`config.mk`:
```
export PLATFORM = sky130hd
export DESIGN_NAME = opm_mode_ctrl
export DESIGN_NICKNAME = d
export VERILOG_FILES = /design/src/rtl/opm_pkg.sv /design/src/rtl/opm_frame_dec.sv /design/src/rtl/opm_win_timer.sv /design/src/rtl/opm_flash_seq.sv /design/src/rtl/opm_mode_ctrl.sv
export SDC_FILE = /design/constraint.sdc
export NUM_CORES = 1
export LEC_CHECK = 0
export BUFFER_PORTS_ARGS = -buffer_cell sky130_fd_sc_hd__buf_2
export CORE_MARGIN = 2
export CORE_UTILIZATION = 50
export CTS_BUF_LIST = sky130_fd_sc_hd__clkbuf_4
export DETAILED_ROUTE_END_ITERATION = 12
export PLACE_DENSITY = 0.77
export SYNTH_ARGS = -nofsm -noshare
export SYNTH_HDL_FRONTEND = slang
export SYNTH_SLANG_ARGS = --single-unit
```
`constraint.sdc`:
```
create_clock -name clk -period 6 [get_ports clk]
set_input_delay 0.3 -clock clk [delete_from_list [all_inputs] [get_ports clk]]
set_output_delay 0.3 -clock clk [all_outputs]
set_load 0.03 [all_outputs]
```
`src/rtl/opm_pkg.sv`:
```
package opm_pkg;
  typedef enum logic [2:0] {
    M_START  = 3'b000,
    M_NORMAL = 3'b001,
    M_STBY   = 3'b010,
    M_SLEEP  = 3'b100,
    M_FLASH  = 3'b111
  } opm_mode_e;

  localparam logic [2:0] C_NORMAL   = 3'b001;
  localparam logic [2:0] C_STBY     = 3'b010;
  localparam logic [2:0] C_INIT_FL  = 3'b011;
  localparam logic [2:0] C_SLEEP    = 3'b100;
  localparam logic [2:0] C_INIT_NM  = 3'b101;
  localparam logic [2:0] C_LEAVE_FL = 3'b110;
  localparam logic [2:0] C_FLASH    = 3'b111;

  localparam logic [3:0] SRC_POR     = 4'h0;
  localparam logic [3:0] SRC_ILLEGAL = 4'h1;
  localparam logic [3:0] SRC_TIMEOUT = 4'h2;
  localparam logic [3:0] SRC_FLASH   = 4'h3;

  typedef struct packed {
    logic [1:0] addr;
    logic       rd_diag;
    logic       rd_only;
    logic [5:0] period;
    logic [2:0] code;
    logic       sdm;
    logic       en;
    logic       rsv;
  } opm_frame_t;
endpackage

```
`src/rtl/opm_frame_dec.sv`:
```
module opm_frame_dec
  import opm_pkg::*;
#(
  parameter int WD_PERIODS = 48
) (
  input  logic        xfer,
  input  logic [15:0] data,
  output logic        acc_mode,
  output logic        acc_write,
  output logic        rd_diag,
  output logic [2:0]  code,
  output logic        en_bit,
  output logic        sdm_bit,
  output logic        fmt_bad
);
  localparam logic [5:0] PER_LIM = 6'(WD_PERIODS);

  opm_frame_t f;
  assign f = opm_frame_t'(data);

  assign acc_mode  = xfer && (f.addr == 2'b00);
  assign acc_write = acc_mode && !f.rd_only;
  assign rd_diag   = f.rd_diag;
  assign code      = f.code;
  assign en_bit    = f.en;
  assign sdm_bit   = f.sdm;
  assign fmt_bad   = f.rsv || (f.code == 3'b000) || (f.period >= PER_LIM);
endmodule

```
`src/rtl/opm_win_timer.sv`:
```
module opm_win_timer #(
  parameter int WIN_CYC = 64
) (
  input  logic clk,
  input  logic rst_n,
  input  logic run,
  input  logic hit,
  input  logic clr,
  output logic expire
);
  localparam int CW = $clog2(WIN_CYC + 1);
  localparam logic [CW-1:0] LAST = CW'(WIN_CYC - 1);

  logic [CW-1:0] cnt_q;

  assign expire = run && (cnt_q == LAST) && !hit;

  always_ff @(posedge clk or negedge rst_n) begin
    if (!rst_n) cnt_q <= '0;
    else if (clr || !run || hit) cnt_q <= '0;
    else cnt_q <= cnt_q + 1'b1;
  end

  // the counter never passes the last window cycle
  p_cnt_bound_r7: assert property (@(posedge clk) disable iff (!rst_n)
    run && (cnt_q == LAST) |=> (cnt_q == '0));
endmodule

```
`src/rtl/opm_flash_seq.sv`:
```
module opm_flash_seq
  import opm_pkg::*;
#(
  parameter int SEQ_LEN = 4
) (
  input  logic       clk,
  input  logic       rst_n,
  input  logic       clr,
  input  logic       upd,
  input  logic [2:0] code,
  output logic       step_ok,
  output logic       fire_ok
);
  localparam int PW = $clog2(SEQ_LEN + 1);
  localparam logic [PW-1:0] LAST = PW'(SEQ_LEN - 1);

  logic [PW-1:0] pos_q;

  assign fire_ok = (pos_q == LAST);
  assign step_ok = pos_q[0] && !fire_ok;

  always_ff @(posedge clk or negedge rst_n) begin
    if (!rst_n) pos_q <= '0;
    else if (clr) pos_q <= '0;
    else if (upd) begin
      if (code == C_NORMAL) pos_q <= pos_q[0] ? PW'(1) : pos_q + 1'b1;
      else if (code == C_FLASH) pos_q <= pos_q + 1'b1;
      else pos_q <= '0;
    end
  end

  // a flash step only advances from an odd position
  p_step_from_odd_r8: assert property (@(posedge clk) disable iff (!rst_n)
    upd && !clr && (code == C_FLASH) |-> pos_q[0]);
  // any other code empties the tracker
  p_break_r10: assert property (@(posedge clk) disable iff (!rst_n)
    upd && !clr && (code != C_FLASH) && (code != C_NORMAL) |=> (pos_q == '0));
endmodule

```
`src/rtl/opm_mode_ctrl.sv`:
```
module opm_mode_ctrl
  import opm_pkg::*;
#(
  parameter int WIN_CYC    = 64,
  parameter int SEQ_LEN    = 4,
  parameter int WD_PERIODS = 48
) (
  input  logic        clk,
  input  logic        rst_n,
  input  logic        wr_valid,
  output logic        wr_ready,
  input  logic [15:0] wr_data,
  output logic [2:0]  mode_o,
  output logic        en_o,
  output logic        sdm_o,
  output logic        rd_diag_o,
  output logic        rst_req_o,
  output logic [3:0]  rst_src_o
);
  opm_mode_e  mode_q, nx_mode;
  logic       en_q, sdm_q, rd_q, req_q, armed_q;
  logic [3:0] src_q, nx_src;

  logic       acc_mode, acc_write, f_rd, f_en, f_sdm, fmt_bad;
  logic [2:0] f_code;
  logic       illegal, fire, init_hit, seq_upd, expire, force_rst;
  logic       step_ok, fire_ok;

  assign wr_ready = !req_q;

  opm_frame_dec #(.WD_PERIODS(WD_PERIODS)) u_dec (
    .xfer(wr_valid && wr_ready), .data(wr_data),
    .acc_mode(acc_mode), .acc_write(acc_write), .rd_diag(f_rd),
    .code(f_code), .en_bit(f_en), .sdm_bit(f_sdm), .fmt_bad(fmt_bad)
  );

  opm_flash_seq #(.SEQ_LEN(SEQ_LEN)) u_seq (
    .clk(clk), .rst_n(rst_n), .clr(force_rst), .upd(seq_upd),
    .code(f_code), .step_ok(step_ok), .fire_ok(fire_ok)
  );

  opm_win_timer #(.WIN_CYC(WIN_CYC)) u_win (
    .clk(clk), .rst_n(rst_n), .run(mode_q == M_START),
    .hit(init_hit), .clr(force_rst), .expire(expire)
  );

  always_comb begin
    nx_mode  = mode_q;
    illegal  = 1'b0;
    fire     = 1'b0;
    init_hit = 1'b0;
    seq_upd  = 1'b0;
    if (acc_write) begin
      if (fmt_bad) illegal = 1'b1;
      else begin
        case (mode_q)
          M_START: begin
            if (f_code == C_INIT_NM) begin
              nx_mode  = M_NORMAL;
              init_hit = 1'b1;
            end else if (f_code == C_INIT_FL && armed_q) begin
              nx_mode  = M_FLASH;
              init_hit = 1'b1;
            end else illegal = 1'b1;
          end
          M_FLASH: begin
            if (f_code == C_LEAVE_FL) nx_mode = M_NORMAL;
            else illegal = 1'b1;
          end
          default: begin
            case (f_code)
              C_NORMAL, C_INIT_NM: nx_mode = M_NORMAL;
              C_STBY:              nx_mode = M_STBY;
              C_SLEEP:             nx_mode = M_SLEEP;
              C_FLASH: begin
                if (fire_ok) fire = 1'b1;
                else if (!step_ok) illegal = 1'b1;
              end
              default: illegal = 1'b1;
            endcase
            seq_upd = !illegal && !fire;
          end
        endcase
      end
    end
  end

  assign force_rst = illegal || fire || expire;

  always_comb begin
    if (fire) nx_src = SRC_FLASH;
    else if (illegal) nx_src = SRC_ILLEGAL;
    else nx_src = SRC_TIMEOUT;
  end

  always_ff @(posedge clk or negedge rst_n) begin
    if (!rst_n) begin
      mode_q  <= M_START;
      en_q    <= 1'b0;
      sdm_q   <= 1'b0;
      rd_q    <= 1'b0;
      req_q   <= 1'b0;
      src_q   <= SRC_POR;
      armed_q <= 1'b0;
    end else begin
      req_q <= force_rst;
      if (acc_mode && !illegal) rd_q <= f_rd;
      if (force_rst) begin
        mode_q  <= M_START;
        en_q    <= 1'b0;
        sdm_q   <= 1'b0;
        src_q   <= nx_src;
        armed_q <= fire;
      end else begin
        if (acc_write) begin
          mode_q <= nx_mode;
          en_q   <= f_en;
          sdm_q  <= f_sdm;
        end
        if (init_hit) armed_q <= 1'b0;
      end
    end
  end

  assign mode_o    = mode_q;
  assign en_o      = en_q;
  assign sdm_o     = sdm_q;
  assign rd_diag_o = rd_q;
  assign rst_req_o = req_q;
  assign rst_src_o = src_q;

  // request lasts one cycle and blocks the stream
  p_req_pulse_r12: assert property (@(posedge clk) disable iff (!rst_n)
    rst_req_o |=> !rst_req_o);
  p_ready_low_r12: assert property (@(posedge clk) disable iff (!rst_n)
    rst_req_o |-> !wr_ready);
  // a forced reset lands in start-up with enable and flag cleared
  p_reset_state_r6: assert property (@(posedge clk) disable iff (!rst_n)
    rst_req_o |-> (mode_o == M_START) && !en_o && !sdm_o);
  // the source only changes together with a request
  p_src_hold_r6: assert property (@(posedge clk) disable iff (!rst_n)
    !$stable(rst_src_o) |-> rst_req_o);
  // Flash is entered only from start-up
  p_flash_entry_r9: assert property (@(posedge clk) disable iff (!rst_n)
    (mode_o == M_FLASH) && ($past(mode_o) != M_FLASH) |-> ($past(mode_o) == M_START));
  // window expiry without a frame gives a timeout reset
  p_timeout_r7: assert property (@(posedge clk) disable iff (!rst_n)
    expire && !acc_write |=> rst_req_o && (rst_src_o == SRC_TIMEOUT));
  // other register addresses leave the mode untouched
  p_other_addr_r2: assert property (@(posedge clk) disable iff (!rst_n)
    wr_valid && wr_ready && (wr_data[15:14] != 2'b00) && !expire |=> $stable(mode_o) && $stable(en_o));
endmodule

```
==> parameters.txt <==
Parameter                              Value

Timing
  Setup violations, final ... 0
  RSZ-0062 raised after global routing ... false
  Actual slew at the worst max-slew pin ... 0.593 ns
  Sum of negative setup slack ... 0 ns
  Final worst-path cycle share ... 42.1%
  Clock tree skew after final layout ... 0.00255 ns
  Max Slew Vio Count ... 0
  Final period demand of the worst path ... 2.52 ns
  Upper clock frequency limit ... 396 MHz
  Final number of hold-violating endpoints ... 0
  Slew margin rel. ... 60.3%

Logic synthesis
  Share of flip-flops with an asynchronous set or reset ... 100%
  Top-area cell type share of the netlist area ... 36.8%
  Post-synthesis instance total ... 155
  Post-Syn Area ... 0.00136 sq mm
  Area contributors post-synth ... sky130_fd_sc_hd__dfrtp_1, sky130_fd_sc_hd__nor2_1, sky130_fd_sc_hd__nand2_1
  Sequential cell area fraction in the yosys report ... 36.8%
  Flip-flop and latch count after synthesis ... 20
  Post-Synthesis Mean Instance Area ... 8.78 sq um
  Number of distinct library cells after synthesis ... 50
  Post-synth top flop ... sky130_fd_sc_hd__dfrtp_1
  EDFF count, synth ... 0
  Synth Warn # ... 0
  Yosys top cell by area ... sky130_fd_sc_hd__dfrtp_1

Floorplanning
  Die Outline Area ... 0.00316 sq mm
  Horizontal die dimension ... 56.2 um
  Die Y ... 56.2 um
  Number of placement rows ... 18
  Area of the core ... 0.00252 sq mm
  # IOs ... 31
  Initial standard-cell utilization of the core ... 54.0%

Power and ir drop
  Share of total power in the clock network ... 29.8%
  Sequential Power Share ... 44.5%
  Cell-internal power ... 262 uW
  Standby leakage power ... 0.000697 uW
  Net Switching ... 127 uW
  Power density cells ... 254 mW/mm^2
  Net switching fraction of the power ... 32.6%
  Combinational Power Share ... 25.7%
  Worst-case vdd ir drop ... 0.193 mV

Detailed routing
  Number of search-and-repair iterations in the first detailed-routing pass ... 4
  Wire per inst ... 14.7 um
  Initial detailed-routing violation count ... 85
  Post-route ant nets ... 0
  Overall routed net length ... 3040 um
  Via Count ... 1298
  Residual DRC ... 0
  Ratio of routed vias to standard cells ... 6.30

Worst setup path
  Worst-path fanout max ... 9
  Required time of the critical path ... 6.25 ns
  Category of the worst setup path launch point ... register
  Kind of end point of the critical path ... register
  Type of the setup path with the least slack ... register to register
  CP arrival ... 2.78 ns

Run
  Max Cap Violations ... 0

Status
  Result of the run ... completed

Clock network
  Clk Tree Root Cell ... sky130_fd_sc_hd__clkbuf_4
  Longest Clk Path Bufs ... 2
  Buffers inserted by post-CTS timing repair ... 0
  Cts bufs inserted ... 3
  Clock Latency Late Sink ... 0.32 ns
  TritonCTS clock tree ... yes
  Level count of the clock H-tree ... 1
  Sinks on Clock Net ... 20
  CTS clock-pin slew for the worst setup and hold paths ... 0.13 ns

Global routing
  Antenna violations before repair ... 0
  GRT Total Usage ... 21.5%
  Final global-route overflow total ... 0
  Pin count of the biggest net entering global routing ... 21
  Wire length of the first global-routing pass ... 5450 um
  Vias in the first global route ... 1266

Cells and area
  Finished layout cell area ... 0.00153 sq mm
  Share of layout cells above drive strength 1 ... 21.6%
  Diode count ... 0
  Syn-to-layout area delta ... 12.4%
  Most common cell after layout, fill and taps aside ... sky130_fd_sc_hd__buf_2
  # nets final ... 200
  Leading cell types in the layout, fill and taps excluded ... sky130_fd_sc_hd__buf_2, sky130_fd_sc_hd__dfrtp_1, sky130_fd_sc_hd__nor2_1
  Fillers ... 224

Min path
  Worst min-delay path class ... input pin to register

Placement
  Weighted congestion reported at the end of routability-driven placement ... 0.833
  Post-detailed-placement half-perimeter wirelength ... 2200 um
  Port Buffers ... 24
  Placement Cell Area ... 0.00147 sq mm
-- logic make-up (layout without fill, tap and decap cells) --
kind of cell               after synthesis  in the layout  synth area share [%]
AOI/OAI and AO/OA                       38             38                  18.8
xor gates and xnor gates                 5              5                  3.22
adders and majority gates                4              4                  3.68
buffers and inverters                   15             35                  5.70
DFF                                     20             20                  36.8
muxes                                    4              4                  3.03
other                                    1              2                 0.275
and+or+nand+nor                         68             68                  28.6
-- Yosys cell counts, types with 3 or more instances --
master / count
sky130_fd_sc_hd__dfrtp_1: 20
sky130_fd_sc_hd__nor2_1: 19
sky130_fd_sc_hd__nand2_1: 15
sky130_fd_sc_hd__o21ai_0: 9
sky130_fd_sc_hd__a21oi_1: 8
sky130_fd_sc_hd__inv_1: 6
sky130_fd_sc_hd__nor3_1: 6
sky130_fd_sc_hd__buf_4: 5
sky130_fd_sc_hd__ha_1: 4
sky130_fd_sc_hd__nand3_1: 4
sky130_fd_sc_hd__or3_1: 4
sky130_fd_sc_hd__and3_1: 3
sky130_fd_sc_hd__mux2i_1: 3
sky130_fd_sc_hd__xnor2_1: 3
-- registers in the layout, summed over array words and instances, names as in the netlist --
| register | flops |
|---|---|
| en_o | 1 |
| u_seq.pos_q | 3 |
| sdm_o | 1 |
| mode_o | 3 |
| rd_diag_o | 1 |
| rst_src_o | 2 |
| armed_q | 1 |
| u_win.cnt_q | 7 |
| rst_req_o | 1 |
-- timing repair --
action / in CTS / in global routing
hold buffers: 1 / 0
setup endpoints to repair: 0 / 0
hold endpoints to repair: 20 / 0
gates resized for setup: 0 / 0
-- metrics by stage --
step | setup WS [ns] | total power, uW | hold slack, ns | instances | utilization, %
2_1_floorplan | 3.58 | 249 | 0.00441 | 156 | -
5_1_grt | 3.38 | 412 | 0.253 | 206 | 60.7
3_3_place_gp | 3.55 | 268 | 0.269 | 201 | 58.2
3_5_place_dp | 3.51 | 275 | 0.280 | 201 | 58.2
6_report | 3.48 | 389 | 0.236 | 206 | 60.7
4_1_cts | 3.49 | 391 | 0.230 | 206 | 60.7
-- layout make-up --
type	count	area, sq um	area share (%)
Sequential cell	20	500	32.7
Tap cell	30	37.5	2.45
Multi-Input combinational cell	121	787	51.4
Clock buffer	3	22.5	1.47
Inverter	6	22.5	1.47
Timing Repair Buffer	25	130	8.50
Clock inverter	1	30.0	1.96
-- power by group through the flow --
stage / logic (uW) / registers [uW] / clock network (uW)
3_3_place_gp: 94.4 / 174 / 0
6_report: 100 / 173 / 116
3_5_place_dp: 100 / 175 / 0
4_1_cts: 101 / 172 / 117
2_1_floorplan: 70.6 / 178 / 0
5_1_grt: 116 / 176 / 119
-- layer usage --
| metal | wire length, um | vias up | part of all wire [%] | global-route usage, % |
|---|---|---|---|---|
| met1 | 1370 | 630 | 45 | 26.8 |
| met3 | 167 | 9 | 5.5 | 4.42 |
| met5 | 0 | - | 0 | 0 |
| met4 | 63 | 0 | 2.1 | 10.9 |
| met2 | 1430 | 52 | 47 | 34.8 |
| li1 | - | 607 | - | - |
-- critical path: stages (launching register included) --
cell and delay (ns):
sky130_fd_sc_hd__dfrtp_1 0.43, sky130_fd_sc_hd__or4b_4 0.59, sky130_fd_sc_hd__nor4b_4 0.58, sky130_fd_sc_hd__nand4_4 0.19
sky130_fd_sc_hd__or4_4 0.52, sky130_fd_sc_hd__a21oi_2 0.14
-- final timing paths --
| path | start | end | slack, ns | depth (start not counted) |
|---|---|---|---|---|
| max in group asynchronous | rst_n | u_seq.pos_q[0]$_DFFE_PN0P_ | 5.25 | 2 |
| worst max-delay path | rst_req_o$_DFF_PN0_ | u_seq.pos_q[2]$_DFFE_PN0P_ | 3.48 | 5 |
| worst min register to register | u_win.cnt_q[0]$_DFF_PN0_ | u_win.cnt_q[0]$_DFF_PN0_ | 0.47 | 1 |
| min in group asynchronous | rst_n | rst_req_o$_DFF_PN0_ | 0.44 | 2 |
| worst min-delay path | wr_data[2] | sdm_o$_DFFE_PN0P_ | 0.24 | 3 |
| worst max register to register | rst_req_o$_DFF_PN0_ | u_seq.pos_q[2]$_DFFE_PN0P_ | 3.48 | 5 |
(Power assumes the default switching activity.)
